**src/rtl/sbr_pkg.sv**
```systemverilog
package sbr_pkg;
    typedef enum logic [1:0] {
        OP_ADD = 2'b00,
        OP_SUB = 2'b01,
        OP_MUL = 2'b10,
        OP_ALT = 2'b11
    } op_e;

    typedef enum logic [1:0] {
        PH_IDLE = 2'd0,
        PH_PACK = 2'd1,
        PH_RUN  = 2'd2
    } phase_e;

    typedef enum logic [1:0] {
        G_OR   = 2'd0,
        G_AND  = 2'd1,
        G_XNOR = 2'd2
    } gate_e;

    typedef enum logic [1:0] {
        OV_NONE      = 2'd0,
        OV_BOTH_ONE  = 2'd1,
        OV_BOTH_ZERO = 2'd2
    } ovk_e;
endpackage

```
**src/rtl/sbr_popcount.sv**
```systemverilog
module sbr_popcount #(
    parameter int W  = 64,
    parameter int CW = $clog2(W + 1)
) (
    input  logic [W-1:0]  vec,
    output logic [CW-1:0] cnt
);
    always_comb begin
        cnt = '0;
        for (int i = 0; i < W; i++) begin
            cnt = cnt + CW'(vec[i]);
        end
    end
endmodule

```
**src/rtl/sbr_packer.sv**
```systemverilog
// Builds a run of cnt ones on a ring of W wires, starting at wire off and
// growing toward higher indices with wrap-around.
module sbr_packer #(
    parameter int W  = 64,
    parameter int CW = $clog2(W + 1),
    parameter int OW = $clog2(W)
) (
    input  logic [CW-1:0] cnt,
    input  logic [OW-1:0] off,
    output logic [W-1:0]  vec
);
    always_comb begin
        for (int i = 0; i < W; i++) begin
            vec[i] = (((i + W - int'(off)) % W) < int'(cnt));
        end
    end
endmodule

```
**src/rtl/sbr_wire_gate.sv**
```systemverilog
module sbr_wire_gate
    import sbr_pkg::*;
#(
    parameter int W = 64
) (
    input  gate_e        gate,
    input  ovk_e         ovk,
    input  logic [W-1:0] a,
    input  logic [W-1:0] b,
    output logic [W-1:0] r,
    output logic [W-1:0] ov
);
    for (genvar i = 0; i < W; i++) begin : g_wire
        assign r[i]  = (gate == G_OR)  ? (a[i] | b[i]) :
                       (gate == G_AND) ? (a[i] & b[i]) :
                                         ~(a[i] ^ b[i]);
        assign ov[i] = (ovk == OV_BOTH_ONE)  ? (a[i] & b[i]) :
                       (ovk == OV_BOTH_ZERO) ? (~a[i] & ~b[i]) :
                                               1'b0;
    end
endmodule

```
**src/rtl/sbr_arith_unit.sv**
```systemverilog
module sbr_arith_unit
    import sbr_pkg::*;
#(
    parameter int W = 64
) (
    input  logic         clk,
    input  logic         rst_n,
    input  logic         start,
    input  logic [1:0]   op,
    input  logic [W-1:0] a_bundle,
    input  logic [W-1:0] b_bundle,
    output logic [W-1:0] result,
    output logic [W-1:0] ovf,
    output logic         ready
);
    localparam int HALF = W / 2;
    localparam int CW   = $clog2(W + 1);
    localparam int OW   = $clog2(W);
    localparam logic [W-1:0] LOW_MASK  = {{HALF{1'b0}}, {HALF{1'b1}}};
    localparam logic [W-1:0] HIGH_MASK = ~LOW_MASK;

    typedef struct packed {
        phase_e        ph;
        logic          sub;
        logic          mul;
        gate_e         gate;
        ovk_e          ovk;
        logic [W-1:0]  a_snap;
        logic [W-1:0]  b_snap;
        logic [W-1:0]  a_ring;
        logic [W-1:0]  b_ring;
        logic [OW-1:0] slow;
    } state_t;

    state_t s_d, s_q;

    logic [CW-1:0] cnt_a, cnt_b_raw, cnt_b_eff;
    logic [OW-1:0] off_b;
    logic [W-1:0]  a_pk, b_pk;
    logic          a_pos, b_pos;
    logic [W-1:0]  r_raw, ov_raw;
    logic          mul_mode;

    sbr_popcount #(.W(W), .CW(CW)) pc_a_i (.vec(s_q.a_snap), .cnt(cnt_a));
    sbr_popcount #(.W(W), .CW(CW)) pc_b_i (.vec(s_q.b_snap), .cnt(cnt_b_raw));

    // Subtraction negates B: its clear-wire count becomes the packed length.
    assign cnt_b_eff = s_q.sub ? (CW'(W) - cnt_b_raw) : cnt_b_raw;
    // B run ends at wire HALF-1 for add/sub, starts at wire 0 for multiply.
    assign off_b = s_q.mul ? '0 : OW'((HALF + W - int'(cnt_b_eff)) % W);

    sbr_packer #(.W(W), .CW(CW), .OW(OW)) pk_a_i (.cnt(cnt_a), .off('0), .vec(a_pk));
    sbr_packer #(.W(W), .CW(CW), .OW(OW)) pk_b_i (.cnt(cnt_b_eff), .off(off_b), .vec(b_pk));

    // Bottom-packed A: the middle wire alone tells its sign.
    assign a_pos = a_pk[HALF-1];
    assign b_pos = (int'(cnt_b_eff) >= HALF);

    always_comb begin
        s_d = s_q;
        if (start) begin
            s_d.ph     = PH_PACK;
            s_d.a_snap = a_bundle;
            s_d.b_snap = b_bundle;
            s_d.sub    = (op_e'(op) == OP_SUB);
            s_d.mul    = (op_e'(op) == OP_MUL);
        end else begin
            unique case (s_q.ph)
                PH_PACK: begin
                    s_d.ph     = PH_RUN;
                    s_d.slow   = '0;
                    s_d.b_ring = b_pk;
                    if (s_q.mul) begin
                        s_d.a_ring = a_pk;
                        s_d.gate   = G_XNOR;
                        s_d.ovk    = OV_NONE;
                    end else begin
                        s_d.a_ring = a_pos ? (a_pk & HIGH_MASK) : (a_pk | HIGH_MASK);
                        s_d.gate   = a_pos ? G_OR : G_AND;
                        if (a_pos && b_pos) begin
                            s_d.ovk = OV_BOTH_ONE;
                        end else if (!a_pos && !b_pos) begin
                            s_d.ovk = OV_BOTH_ZERO;
                        end else begin
                            s_d.ovk = OV_NONE;
                        end
                    end
                end
                PH_RUN: begin
                    s_d.b_ring = {s_q.b_ring[W-2:0], s_q.b_ring[W-1]};
                    if (!s_q.mul || (s_q.slow == OW'(W - 1))) begin
                        s_d.a_ring = {s_q.a_ring[W-2:0], s_q.a_ring[W-1]};
                    end
                    s_d.slow = s_q.slow + OW'(1);
                end
                default: s_d.ph = PH_IDLE;
            endcase
        end
    end

    always_ff @(posedge clk or negedge rst_n) begin
        if (!rst_n) begin
            s_q <= '0;
        end else begin
            s_q <= s_d;
        end
    end

    sbr_wire_gate #(.W(W)) gate_i (
        .gate (s_q.gate),
        .ovk  (s_q.ovk),
        .a    (s_q.a_ring),
        .b    (s_q.b_ring),
        .r    (r_raw),
        .ov   (ov_raw)
    );

    assign ready    = (s_q.ph == PH_RUN);
    assign result   = ready ? r_raw  : '0;
    assign ovf      = ready ? ov_raw : '0;
    assign mul_mode = s_q.mul;
endmodule

```
**config.mk**
```make
export PLATFORM = sky130hd
export DESIGN_NAME = sbr_arith_unit
export DESIGN_NICKNAME = d
export VERILOG_FILES = /design/src/rtl/sbr_pkg.sv /design/src/rtl/sbr_popcount.sv /design/src/rtl/sbr_packer.sv /design/src/rtl/sbr_wire_gate.sv /design/src/rtl/sbr_arith_unit.sv
export SDC_FILE = /design/constraint.sdc
export NUM_CORES = 1
export LEC_CHECK = 0
export BUFFER_PORTS_ARGS = -buffer_cell sky130_fd_sc_hd__buf_4
export CAP_MARGIN = 0
export CORE_MARGIN = 1
export CORE_UTILIZATION = 40
export DETAILED_ROUTE_END_ITERATION = 7
export MAX_ROUTING_LAYER = met4
export PLACE_DENSITY = 0.57
export SLEW_MARGIN = 20
export SYNTH_ARGS = -nofsm -noshare
export SYNTH_HDL_FRONTEND = slang
export SYNTH_SLANG_ARGS = --single-unit
export TNS_END_PERCENT = 100
```
**constraint.sdc**
```tcl
create_clock -name clk -period 10.03 [get_ports clk]
set_input_delay 1.003 -clock clk [delete_from_list [all_inputs] [get_ports clk]]
set_output_delay 1.003 -clock clk [all_outputs]
set_load 0.02 [all_outputs]
```
==> flow_summary.html, run 1 <==
<table>
<tr><th>Metric</th><th>Value</th></tr>
<tr><th colspan="2">Outcome</th></tr>
<tr><td>Run status</td><td>complete, no violations</td></tr>
<tr><th colspan="2">Clock network</th></tr>
<tr><td>Number of clock buffers inserted by TritonCTS</td><td>34</td></tr>
<tr><td>CTS Hold Bufs</td><td>0</td></tr>
<tr><td># Post-CTS Setup Buffers</td><td>0</td></tr>
<tr><td>Cell at the root of the clock tree</td><td>clkbuf_16</td></tr>
<tr><td>CTS clk-pin slew, worst paths</td><td>0.06 ns</td></tr>
<tr><td>Number of clock sinks</td><td>270</td></tr>
<tr><td>Clock latency on the worst-skew pair</td><td>0.56 ns</td></tr>
<tr><td>H-tree depth reported by CTS</td><td>2</td></tr>
<tr><td>Maximum clock insertion buffer count</td><td>3</td></tr>
<tr><td>TritonCTS clock tree</td><td>yes</td></tr>
<tr><th colspan="2">Cells and area</th></tr>
<tr><td>Layout Area Growth over Synthesis</td><td>16.2%</td></tr>
<tr><td>Fraction of final layout cells sized beyond drive strength 1</td><td>19.3%</td></tr>
<tr><td>Fillers</td><td>5608</td></tr>
<tr><td>Layout net count</td><td>3281</td></tr>
<tr><th colspan="2">STA</th></tr>
<tr><td>Worst slack on hold paths</td><td>0.468 ns</td></tr>
<tr><td>Highest Clock Rate</td><td>0.106 GHz</td></tr>
<tr><td>Actual transition at the worst max-transition pin</td><td>1.20 ns</td></tr>
<tr><td>Fin crit share</td><td>94.1%</td></tr>
<tr><td>Final Hold Viols</td><td>0</td></tr>
<tr><td>Setup skew after layout</td><td>0.0255 ns</td></tr>
<tr><td>Unrepaired setup endpoints after global routing</td><td>false</td></tr>
<tr><td>Pins over their slew limit</td><td>0</td></tr>
<tr><td>Max-slew headroom at the worst pin</td><td>19.2%</td></tr>
<tr><td>Post-route minimum period</td><td>9.44 ns</td></tr>
<tr><td>Setup Viol. Count Final</td><td>0</td></tr>
<tr><td>Summed negative setup slack over all endpoints</td><td>0 ns</td></tr>
<tr><th colspan="2">Global route</th></tr>
<tr><td>Vias in the first global route</td><td>19500</td></tr>
<tr><td>Initial antenna violation count</td><td>1</td></tr>
<tr><td>Residual overflow from global routing</td><td>0</td></tr>
<tr><td>Total track usage</td><td>25.6%</td></tr>
<tr><td>Pin count of the biggest net entering global routing</td><td>148</td></tr>
<tr><td>First-pass GRT wire length</td><td>115000 um</td></tr>
<tr><th colspan="2">Synth</th></tr>
<tr><td>Number of nets produced by synthesis</td><td>3088</td></tr>
<tr><td>Fraction of registers with async set or reset after synthesis</td><td>100%</td></tr>
<tr><td>Multiplexer fraction of the synthesized cell area</td><td>6.11%</td></tr>
<tr><td>Synthesized instance count</td><td>2545</td></tr>
<tr><td>Number of unique standard cell types used by synthesis</td><td>76</td></tr>
<tr><td>Number of flops mapped to enable cells by yosys</td><td>0</td></tr>
<tr><td>Post-Synthesis Cell Area</td><td>23400 um2</td></tr>
<tr><td>Number of warnings printed during yosys synthesis</td><td>0</td></tr>
<tr><td>Sequential cell area fraction in the yosys report</td><td>28.9%</td></tr>
<tr><td>Share of the synthesized netlist area taken by xor and xnor gates</td><td>3.90%</td></tr>
<tr><td>Dominant combinational cell family by area after synthesis</td><td>adder cells</td></tr>
<tr><td>Syn avg cell area</td><td>9.19 um2</td></tr>
<tr><td>Post-synth top flop</td><td>dfrtp_1</td></tr>
<tr><td>Synthesized-area fraction occupied by and/or/nand/nor cells</td><td>8.63%</td></tr>
<tr><td>Complex-gate fraction of the synthesized area</td><td>18.6%</td></tr>
<tr><td>Fraction of the mapped netlist area in adder cells</td><td>25.4%</td></tr>
<tr><td>Synth Register Bits</td><td>270</td></tr>
<tr><th colspan="2">Worst setup path</th></tr>
<tr><td>Category of the worst setup path capture point</td><td>flop</td></tr>
<tr><td>Data required, critical path</td><td>10.49 ns</td></tr>
<tr><td>Type of the worst setup path</td><td>flop to flop</td></tr>
<tr><td>Delay of the slowest critical-path stage</td><td>0.56 ns</td></tr>
<tr><td>Highest fanout seen on the critical path</td><td>5</td></tr>
<tr><td>Number of buffers and inverters on the critical path</td><td>4</td></tr>
<tr><td>CP Data Arrival Time</td><td>9.90 ns</td></tr>
<tr><td>Setup crit start kind</td><td>flop</td></tr>
<tr><td>CP delay by family, top</td><td>adder cells</td></tr>
<tr><td>CP most frequent cell</td><td>fa_1</td></tr>
<tr><td>Slowest stage cell on the critical path</td><td>fa_1</td></tr>
<tr><th colspan="2">Floorplanning</th></tr>
<tr><td>Cell Rows</td><td>88</td></tr>
<tr><td>Top-level port count</td><td>262</td></tr>
<tr><td>Vertical extent of the die</td><td>244 um</td></tr>
<tr><td>Initial standard-cell utilization of the core</td><td>40.5%</td></tr>
<tr><td>Core outline area</td><td>57700 um2</td></tr>
<tr><td>Die footprint</td><td>59400 um2</td></tr>
<tr><td>Chip width</td><td>244 um</td></tr>
<tr><th colspan="2">Route</th></tr>
<tr><td>Drt total wl</td><td>73700 um</td></tr>
<tr><td>Post-detailed-route count of antenna-violating nets</td><td>0</td></tr>
<tr><td>DR DRC count</td><td>0</td></tr>
<tr><td>Initial DRT Pass Iterations</td><td>5</td></tr>
<tr><td>Iter 0 DRT Violations</td><td>1350</td></tr>
<tr><td>Avg Vias per Cell</td><td>5.43</td></tr>
<tr><td>Routed via count</td><td>19100</td></tr>
<tr><td>Final routed wire length divided by cell count</td><td>20.9 um</td></tr>
<tr><th colspan="2">Job</th></tr>
<tr><td>Maximum Capacitance Violations</td><td>0</td></tr>
<tr><th colspan="2">Placed design</th></tr>
<tr><td>Final weighted congestion in routability-driven placement</td><td>0.971</td></tr>
<tr><td>Number of buffers inserted by port buffering</td><td>261</td></tr>
<tr><td>Post-detail-place hpwl</td><td>55500 um</td></tr>
<tr><th colspan="2">Min path</th></tr>
<tr><td>Type of the worst min-delay path</td><td>input port to asynchronous set/reset pin</td></tr>
</table>
timing repair:
item	in CTS	in global routing
endpoints found under the hold margin	0	0
setup endpoints to repair	0	2
resized for setup	0	1
cells in the final DEF (no fill, tap or decap), types with 40 or more instances in the layout:
master and n:
inv_1 356, ha_1 301, buf_4 298, dfrtp_1 268, nor2_1 237, a21oi_1 176, o21ai_0 156, nand2_1 142
mux2_2 117, fa_1 108, a22oi_1 91, a21o_1 59, xnor2_1 54, o221ai_1 53, nand3_1 40
path summary, 6_finish.rpt:
| path | start | slack (ns) | to | cells after the start |
|---|---|---|---|---|
| worst max-delay path | s_q[134] | 0.59 | s_q[26] | 30 |
| worst min-delay path | rst_n | 0.47 | s_q[244] | 1 |
| worst max register to register | s_q[134] | 0.59 | s_q[26] | 30 |
| worst min register to register | s_q[268] | 0.50 | s_q[268] | 1 |
| max in group asynchronous | rst_n | 7.22 | s_q[46] | 3 |
| min in group clk | s_q[268] | 0.50 | s_q[268] | 1 |
area by class of cell:
class | count | area, um2 | share of cell area [%]
antenna | 1 | 2.50 | 0.00921
clock buffer | 49 | 998 | 3.68
clock inverter | 8 | 100 | 0.369
inverter | 358 | 1350 | 4.97
multi-input combinational | 1773 | 14700 | 54.2
sequential | 270 | 6760 | 24.9
tap | 765 | 957 | 3.52
timing repair buffer | 301 | 2280 | 8.41
flip-flops by register name, summed over array words and instances (netlist names):
| signal | flops |
|---|---|
| s_q | 269 |
| mul_mode | 1 |
layer usage:
layer,global-route usage [%],wire length [um],vias to the layer above
li1,-,-,9031
met1,32.7,31300,9339
met2,40.2,34200,646
met3,5.42,5530,127
met4,8.55,2630,0
met5,-,0,-
stage by stage:
| stage | std cells | utilization, % | setup slack [ns] | cell area, um2 |
|---|---|---|---|---|
| 6_report | 3525 | 47.1 | 0.587 | 27200 |
| 5_1_grt | 3525 | 47.1 | 0.0624 | 27200 |
| 2_1_floorplan | 2545 | - | 0.348 | 23400 |
| 3_5_place_dp | 3467 | 45.2 | 0.492 | 26100 |
| 3_3_place_gp | 3467 | 45.1 | 0.614 | 26000 |
| 4_1_cts | 3524 | 47.1 | 0.462 | 27100 |
kinds of logic after synthesis:
logic type / after synthesis
adder cells (fa/ha/maj): 410
XOR/XNOR: 96
multiplexers: 128
AND/OR/NAND/NOR: 480
buffers and inverters: 502
AO/OA/AOI/OAI: 659
flip-flops: 270
cells in the mapped netlist, drive strengths merged, types with 31 or more instances:
cell type,n,area [um2]
nand2,144,543
fa,108,2160
dfrtp,270,6760
nor2,240,906
nand3,41,205
inv,358,1340
mux2,117,1320
o21ai,159,800
a21oi,178,895
a21o,59,443
buf,31,221
o221ai,53,464
clkbuf,113,424
xor2,36,330
xnor2,59,558
a22oi,91,683
ha,302,3780
Power of run 1 is left out: the tool's default activity adds up to more than one toggle a clock period on the data nets, which glitch-free logic cannot reach.
==> run 2: changes to the inputs <==
Settings changed: CORE_UTILIZATION 40 to 55, PLACE_DENSITY 0.57 to 0.76.
==> run 2 against run 1 <==
Net effect: clock skew shrank 0.010 ns; critical endpoint is now s_q[63]; global-route usage grew 6.8 points; critical path depth decreased by 3; critical path type unchanged; setup slack worse by 0.17 ns.
==> flow_summary.html, run 2 (synthesis gave the netlist of run 1 again) <==
<table>
<tr><th>Metric</th><th>Value</th></tr>
<tr><th colspan="2">Outcome</th></tr>
<tr><td>Run status</td><td>complete, no violations</td></tr>
<tr><th colspan="2">Clock network</th></tr>
<tr><td>H-tree depth reported by CTS</td><td>1</td></tr>
<tr><td>Clock latency on the worst-skew pair</td><td>0.59 ns</td></tr>
<tr><td>TritonCTS clock tree</td><td>yes</td></tr>
<tr><td>CTS clk-pin slew, worst paths</td><td>0.06 ns</td></tr>
<tr><td>Cell at the root of the clock tree</td><td>clkbuf_16</td></tr>
<tr><td>Resized Gates After CTS</td><td>0</td></tr>
<tr><td>Maximum clock insertion buffer count</td><td>3</td></tr>
<tr><td>Number of clock buffers inserted by TritonCTS</td><td>31</td></tr>
<tr><td># Post-CTS Setup Buffers</td><td>0</td></tr>
<tr><td>Number of clock sinks</td><td>270</td></tr>
<tr><td>CTS Hold Bufs</td><td>0</td></tr>
<tr><th colspan="2">STA</th></tr>
<tr><td>Max-slew headroom at the worst pin</td><td>16.5%</td></tr>
<tr><td>Final Hold Viols</td><td>0</td></tr>
<tr><td>Actual transition at the worst max-transition pin</td><td>1.25 ns</td></tr>
<tr><td>Pins over their slew limit</td><td>0</td></tr>
<tr><td>Setup skew after layout</td><td>0.0151 ns</td></tr>
<tr><td>Post-route minimum period</td><td>9.61 ns</td></tr>
<tr><td>Fin crit share</td><td>95.8%</td></tr>
<tr><td>Highest Clock Rate</td><td>0.104 GHz</td></tr>
<tr><td>Summed negative setup slack over all endpoints</td><td>0 ns</td></tr>
<tr><td>Setup Viol. Count Final</td><td>0</td></tr>
<tr><th colspan="2">Route</th></tr>
<tr><td>Routed via count</td><td>19300</td></tr>
<tr><td>Avg Vias per Cell</td><td>5.86</td></tr>
<tr><td>Iter 0 DRT Violations</td><td>1440</td></tr>
<tr><td>Final routed wire length divided by cell count</td><td>20.5 um</td></tr>
<tr><td>Drt total wl</td><td>67600 um</td></tr>
<tr><td>DR DRC count</td><td>0</td></tr>
<tr><td>Post-detailed-route count of antenna-violating nets</td><td>0</td></tr>
<tr><td>Initial DRT Pass Iterations</td><td>5</td></tr>
<tr><th colspan="2">Global route</th></tr>
<tr><td>Met1 track utilization from global routing</td><td>39.3%</td></tr>
<tr><td>Met3 track demand over resource in global routing</td><td>6.76%</td></tr>
<tr><td>Total track usage</td><td>32.4%</td></tr>
<tr><td>Global-route track usage on met2</td><td>52.5%</td></tr>
<tr><td>Peak-usage layer in the global routing report</td><td>met2</td></tr>
<tr><td>Pin count of the biggest net entering global routing</td><td>131</td></tr>
<tr><td>First-pass GRT wire length</td><td>107000 um</td></tr>
<tr><td>Vias in the first global route</td><td>19500</td></tr>
<tr><td>Initial antenna violation count</td><td>0</td></tr>
<tr><td>Residual overflow from global routing</td><td>0</td></tr>
<tr><th colspan="2">Worst setup path</th></tr>
<tr><td>Data required, critical path</td><td>10.55 ns</td></tr>
<tr><td>Highest fanout seen on the critical path</td><td>11</td></tr>
<tr><td>CP most frequent cell</td><td>fa_1</td></tr>
<tr><td>Setup crit start kind</td><td>flop</td></tr>
<tr><td>Type of the worst setup path</td><td>flop to flop</td></tr>
<tr><td>Slowest stage cell on the critical path</td><td>fa_1</td></tr>
<tr><td>Delay of the slowest critical-path stage</td><td>0.57 ns</td></tr>
<tr><td>Category of the worst setup path capture point</td><td>flop</td></tr>
<tr><td>CP Data Arrival Time</td><td>10.13 ns</td></tr>
<tr><th colspan="2">Floorplanning</th></tr>
<tr><td>Die footprint</td><td>43300 um2</td></tr>
<tr><td>Chip width</td><td>208 um</td></tr>
<tr><td>Core outline area</td><td>41900 um2</td></tr>
<tr><td>Vertical extent of the die</td><td>208 um</td></tr>
<tr><td>Initial standard-cell utilization of the core</td><td>55.7%</td></tr>
<tr><td>Top-level port count</td><td>262</td></tr>
<tr><td>Cell Rows</td><td>75</td></tr>
<tr><th colspan="2">Cells and area</th></tr>
<tr><td>Fraction of final layout cells sized beyond drive strength 1</td><td>19.4%</td></tr>
<tr><td>Layout net count</td><td>3273</td></tr>
<tr><td>Layout Area Growth over Synthesis</td><td>14.9%</td></tr>
<tr><td>Count of placed standard cells in the final layout, fillers left out</td><td>3292</td></tr>
<tr><td>Most frequent cells in the layout</td><td>inv_1, ha_1, buf_4, dfrtp_1, nor2_1</td></tr>
<tr><td>Reg with most FFs</td><td>s_q</td></tr>
<tr><td>Most common cell after layout, fill and taps aside</td><td>inv_1</td></tr>
<tr><td>Count of inserted antenna diode cells</td><td>0</td></tr>
<tr><td>Max FFs per register</td><td>269</td></tr>
<tr><th colspan="2">Placed design</th></tr>
<tr><td>Number of buffers inserted by port buffering</td><td>261</td></tr>
<tr><td>DP Cell Count</td><td>3236</td></tr>
<tr><td>Final weighted congestion in routability-driven placement</td><td>1.01</td></tr>
<tr><td>Post-detail-place hpwl</td><td>50200 um</td></tr>
<tr><th colspan="2">Min path</th></tr>
<tr><td>Type of the worst min-delay path</td><td>flop to flop</td></tr>
<tr><th colspan="2">Job</th></tr>
<tr><td>Maximum Capacitance Violations</td><td>0</td></tr>
</table>
## run 2: worst max-delay path: cells and delay by family, from the launching register on
kind / cells / cell delay, ns
adders and majority gates: 15 / 6.42
AOI/OAI and AO/OA: 6 / 1.56
and+or+nand+nor: 2 / 0.63
DFF: 1 / 0.39
buffers and inverters: 3 / 0.35
xor gates and xnor gates: 1 / 0.18
## run 2: worst paths after layout
path                             to  cells past startpoint  slack [ns]  startpoint
max                         s_q[63]                     27        0.42    s_q[134]
min reg2reg                s_q[135]                      1        0.52    s_q[135]
min                        s_q[135]                      1        0.52    s_q[135]
max in group asynchronous  s_q[265]                      2        7.85       rst_n
max reg2reg                 s_q[63]                     27        0.42    s_q[134]
min in group asynchronous  s_q[170]                      1        0.53       rst_n
## run 2: layout make-up
cell class	instances	area, um2
Tap cell	539	674
Sequential cell	270	6760
Inverter	358	1350
Clock buffer	38	852
Fill cell	3375	15100
Multi-Input combinational cell	1773	14700
Clock inverter	18	279
Timing Repair Buffer	296	2230
## run 2: routing by layer
metal / up-vias / part of all wire [%]
met1: 9359 / 40
li1: 9013 / -
met3: 150 / 8.2
met4: 0 / 4.8
met5: - / 0
met2: 760 / 47
## run 2: through the flow
step           hold slack, ns  area, um2  setup WS, ns  utilization, %
2_1_floorplan           0.463      23400         0.348               -
3_3_place_gp            0.493      25700         0.237            61.3
3_5_place_dp            0.504      25700         0.131            61.3
4_1_cts                 0.518      26800        0.0786            64.0
5_1_grt                 0.540      26900      -0.00970            64.1
6_report                0.519      26900         0.418            64.1
Power of run 2 is left out for the same reason.
